### config.mk
export PLATFORM = sky130hd
export DESIGN_NAME = gpio_irq_ctrl
export DESIGN_NICKNAME = d
export VERILOG_FILES = /design/src/rtl/gpio_irq_ctrl.sv
export SDC_FILE = /design/constraint.sdc
export NUM_CORES = 1
export LEC_CHECK = 0
export BUFFER_PORTS_ARGS = -buffer_cell sky130_fd_sc_hd__buf_4
export CAP_MARGIN = 20
export CORE_ASPECT_RATIO = 0.8
export CORE_MARGIN = 10
export CORE_UTILIZATION = 55
export CTS_CLUSTER_SIZE = 30
export DETAILED_ROUTE_END_ITERATION = 10
export PLACE_DENSITY = 0.75
export SETUP_SLACK_MARGIN = 0.4
export SYNTH_ARGS = -nofsm -noshare
export SYNTH_HDL_FRONTEND = slang
export SYNTH_SLANG_ARGS = --single-unit
### constraint.sdc
create_clock -name clk -period 3 [get_ports clk]
set_input_delay 0.3 -clock clk [delete_from_list [all_inputs] [get_ports clk]]
set_output_delay 0.3 -clock clk [all_outputs]
set_load 0.02 [all_outputs]
### src/rtl/gpio_irq_ctrl.sv
module gpio_irq_ctrl #(
  parameter int NPIN = 16,
  parameter int AW   = 6
) (
  input  logic            clk,
  input  logic            rst_n,
  input  logic [AW-1:0]   bus_addr,
  input  logic            bus_wr,
  input  logic [NPIN-1:0] bus_wdata,
  output logic [NPIN-1:0] bus_rdata,
  input  logic [NPIN-1:0] pin_in,
  output logic [NPIN-1:0] pin_out,
  output logic [NPIN-1:0] pin_oe,
  output logic            irq
);

  localparam logic [AW-1:0] A_DIR  = AW'(6'h00);
  localparam logic [AW-1:0] A_LSEL = AW'(6'h04);
  localparam logic [AW-1:0] A_POL  = AW'(6'h08);
  localparam logic [AW-1:0] A_RISE = AW'(6'h0C);
  localparam logic [AW-1:0] A_FALL = AW'(6'h10);
  localparam logic [AW-1:0] A_IN   = AW'(6'h14);
  localparam logic [AW-1:0] A_SET  = AW'(6'h18);
  localparam logic [AW-1:0] A_CLR  = AW'(6'h1C);
  localparam logic [AW-1:0] A_OUT  = AW'(6'h20);
  localparam logic [AW-1:0] A_MSK  = AW'(6'h28);
  localparam logic [AW-1:0] A_ENA  = AW'(6'h2C);
  localparam logic [AW-1:0] A_STAT = AW'(6'h30);
  localparam logic [AW-1:0] A_ACK  = AW'(6'h34);

  logic [NPIN-1:0] dir_q, lsel_q, pol_q, rise_q, fall_q;
  logic [NPIN-1:0] out_q, msk_q, ena_q, stat_q;
  logic [NPIN-1:0] sync1_q, sync2_q, prev_q;

  logic [NPIN-1:0] lvl_hit, edge_hit, event_v, gated, ack_v, pend;

  assign lvl_hit  = lsel_q & ~(sync2_q ^ pol_q);
  assign edge_hit = ~lsel_q & ((rise_q & sync2_q & ~prev_q) | (fall_q & ~sync2_q & prev_q));
  assign event_v  = lvl_hit | edge_hit;
  assign gated    = event_v & ~msk_q & ena_q;
  assign ack_v    = (bus_wr && bus_addr == A_ACK) ? bus_wdata : '0;
  assign pend     = stat_q & ~msk_q & ena_q;

  assign pin_out = out_q;
  assign pin_oe  = dir_q;
  assign irq     = |pend;

  always_ff @(posedge clk or negedge rst_n) begin
    if (!rst_n) begin
      sync1_q <= '0;
      sync2_q <= '0;
      prev_q  <= '0;
    end else begin
      sync1_q <= pin_in;
      sync2_q <= sync1_q;
      prev_q  <= sync2_q;
    end
  end

  always_ff @(posedge clk or negedge rst_n) begin
    if (!rst_n) stat_q <= '0;
    else        stat_q <= (stat_q & ~ack_v) | gated;
  end

  always_ff @(posedge clk or negedge rst_n) begin
    if (!rst_n) begin
      dir_q  <= '0;
      lsel_q <= '0;
      pol_q  <= '0;
      rise_q <= '0;
      fall_q <= '0;
      out_q  <= '0;
      msk_q  <= '1;
      ena_q  <= '0;
    end else if (bus_wr) begin
      case (bus_addr)
        A_DIR:   dir_q  <= bus_wdata;
        A_LSEL:  lsel_q <= bus_wdata;
        A_POL:   pol_q  <= bus_wdata;
        A_RISE:  rise_q <= bus_wdata;
        A_FALL:  fall_q <= bus_wdata;
        A_SET:   out_q  <= out_q | bus_wdata;
        A_CLR:   out_q  <= out_q & ~bus_wdata;
        A_MSK:   msk_q  <= bus_wdata;
        A_ENA:   ena_q  <= bus_wdata;
        default: ;
      endcase
    end
  end

  always_comb begin
    case (bus_addr)
      A_DIR:   bus_rdata = dir_q;
      A_LSEL:  bus_rdata = lsel_q;
      A_POL:   bus_rdata = pol_q;
      A_RISE:  bus_rdata = rise_q;
      A_FALL:  bus_rdata = fall_q;
      A_IN:    bus_rdata = sync2_q;
      A_OUT:   bus_rdata = out_q;
      A_MSK:   bus_rdata = msk_q;
      A_ENA:   bus_rdata = ena_q;
      A_STAT:  bus_rdata = pend;
      default: bus_rdata = '0;
    endcase
  end

endmodule

==> out/metrics.cfg <==
[die]
die-height_um = 133
placementRows = 41
io_pins = 90
start_util = 0.561
die_x_um = 162
dieArea_um2 = 21600
core_um2 = 15700

[synthesis]
synthMuxAreaShare = 0.170
synth_fp_nets = 790
yosys.area_share.simple = 0.110
synth_fa_ha_area_frac = 0
synth-compound-area-share = 0.130
ys_types = 52
avgSynthCellArea_um2 = 11.8
async_flop_share = 1.00
ys.warnings.count = 0
synth-edff-count = 0
ys.flop_type = dfrtp_1
netlist_area_um2 = 8830
yosysSeqAreaShare = 0.546
synthCells = 749
synth_xor_area_frac = 0
synth_top_family_by_area = multiplexers
ys_ff_latch = 192

[sta]
tns_ps = 0
hold_violations = 0
worstMarginPinSlew_ps = 1030
slew_headroom = 0.312
fin_skew_ps = 8.39
slew_viol_final = 0
min_period_over_period = 0.847
fin_crit_ps = 2540
setup_viol = 0
rsz0062_at_grt = no
fmax_mhz = 393

[routing]
ant_nets = 0
wl_per_cell_um = 23.6
wl_um = 25600
via_per_inst = 6.36
num_vias = 6903
first_pass_iters = 5
drt_iter0_drc = 722
drc = 0

[grt]
grt_pass1_wl_um = 39500
gr-usage-all-layers = 0.234
grt_pass1_vias = 6905
grt_max_degree = 97
antenna_found_initial = 0
grt.overflow.total = 0

[critical_path]
cp_slowest_cell = or4_1
critPathKind = reg2out
arrival_ps = 2240
cp_max_fo = 4
end_kind = output pin
crit_chain = inv_1 > a32oi_1 > nand2_1 > or4_1 > buf_4
cp_data_required_time_ps = 2700
reg2regPathDepth = 4
crit_path_start_kind = register
max_stage_delay_ps = 570

[clock_network]
cts_buffers = 17
numClockSinks = 192
cts_root_buf = clkbuf_16
clkTransAtPathRegs_ps = 70
cts_tree = yes
h-tree-depth = 4
clock_latency_ps = 440
clock_path_buffers = 2
cts_resized = 0

[pwr]
ir_drop_v = 0.000409
p_leak_nw = 4.90
power_density_nw_per_um2 = 651

[layout]
n_antenna_cell = 0
fill_cells = 1143
fin_util = 0.675
drive_gt1_frac = 0.313
area_delta_synth_final_pct = 20.4
seqCellArea_um2 = 4820
nets = 899
multi_input_area_um2 = 3630

[flow_run]
cap_violations = 0

[place]
hpwl_um = 16900
port_buffers = 89
place.gp.congestion = 0.911

[hold_path]
min_path_cells = 2
worst_hold_path_type = in2reg

[run_status]
status = completed

final cells by class:
cell class	count	share of cell area
sequential	192	0.454
multi-input combinational	472	0.341
timing repair buffer	144	0.109
clock buffer	19	0.0417
tap	215	0.0253
clock inverter	12	0.0179
inverter	31	0.0109
through the flow:
| stage | worst slack, ps | hold slack (ps) | std cells | power [mW] | instance area (µm²) |
|---|---|---|---|---|---|
| after floorplan | 878 | 4.41 | 749 | 3.98 | 8830 |
| after global placement | 196 | 333 | 1035 | 4.38 | 9810 |
| after detailed placement | 285 | 335 | 1036 | 4.47 | 9820 |
| after CTS | 427 | 98.6 | 1084 | 6.93 | 10600 |
| after global routing | 403 | 105 | 1085 | 7.19 | 10600 |
| final | 459 | 115 | 1085 | 6.92 | 10600 |
cell usage after synthesis, types with 4 or more instances:
master / n / area [µm²]
nor2b_1: 24 / 150
o21ai_0: 22 / 110
nor4_1: 7 / 43.8
dfstp_2: 16 / 420
buf_2: 10 / 50.1
a31oi_1: 16 / 100
a32o_1: 8 / 80.1
nand3_1: 13 / 65.1
mux2_1: 26 / 293
a22o_1: 8 / 70.1
mux2_4: 10 / 150
buf_6: 6 / 67.6
inv_1: 31 / 116
dfrtp_1: 176 / 4400
nand4_1: 9 / 56.3
nor2_1: 20 / 75.1
nand2_1: 44 / 165
mux2i_1: 20 / 200
nand3b_1: 7 / 52.6
mux2_2: 76 / 856
nor3_1: 24 / 120
a21oi_1: 39 / 195
buf_1: 4 / 15.0
a221oi_1: 26 / 228
clkbuf_1: 31 / 116
a22oi_1: 38 / 285
repair_timing:
action | in CTS | in global routing
buffers inserted | 0 | 1
endpoints found under the hold margin | 93 | 0
hold buffers | 17 | 0
endpoints found under the setup margin | 0 | 5
power breakdown:
group / total [mW] / internal, mW / switching [mW]
Sequential: 3.34 / 2.99 / 0.351
Clock: 2.45 / 1.49 / 0.959
Combinational: 1.13 / 0.558 / 0.574
Total: 6.92 / 5.04 / 1.88
worst paths after layout:
path | from | end | slack, ps
setup / recovery | msk_q[5]$_DFFE_PN1P_ | irq | 460
hold / removal | bus_wdata[4] | register | 110
setup reg to reg | fall_q[14]$_DFFE_PN0P_ | stat_q[14]$_DFF_PN0_ | 1700
hold reg to reg | sync1_q[10]$_DFF_PN0_ | sync2_q[10]$_DFF_PN0_ | 350
max in group asynchronous | rst_n | msk_q[9]$_DFFE_PN1P_ | 1590
min in group asynchronous | rst_n | sync1_q[3]$_DFF_PN0_ | 520
worst max-delay path: cells and delay by family (launching register included):
kind	cells	cell delay [ps]
flops	1	560
simple gates	2	690
buf+inv	2	250
compound gates	1	310
cells in the final DEF (no fill, tap or decap), types with 8 or more instances in the layout:
cell type / n
buf_4: 123
nand3_1: 13
dfrtp_1: 176
a21oi_1: 39
a32o_1: 8
a22o_1: 8
inv_1: 31
mux2_1: 26
mux2_2: 76
a221oi_1: 26
mux2_4: 10
a31oi_1: 16
nor3_1: 23
nor2b_1: 24
nand2_1: 44
nand4_1: 9
nor2_1: 20
clkbuf_16: 17
mux2i_1: 20
a22oi_1: 38
dlygate4sd3_1: 17
dfstp_2: 16
o21ai_0: 22
routing by layer:
metal  up-vias  track usage  routed length (µm)
li1       2974            -                   -
met1      3499        0.302               10600
met4         0       0.0832                 707
met5         -            0                   0
met3        75       0.0610                2200
met2       355        0.375               12100
logic make-up after synthesis:
logic type,after synthesis
flops,192
simple gates,174
compound gates,166
mux,132
buf+inv,85
No activity file was read; power rests on OpenSTA's default activity.
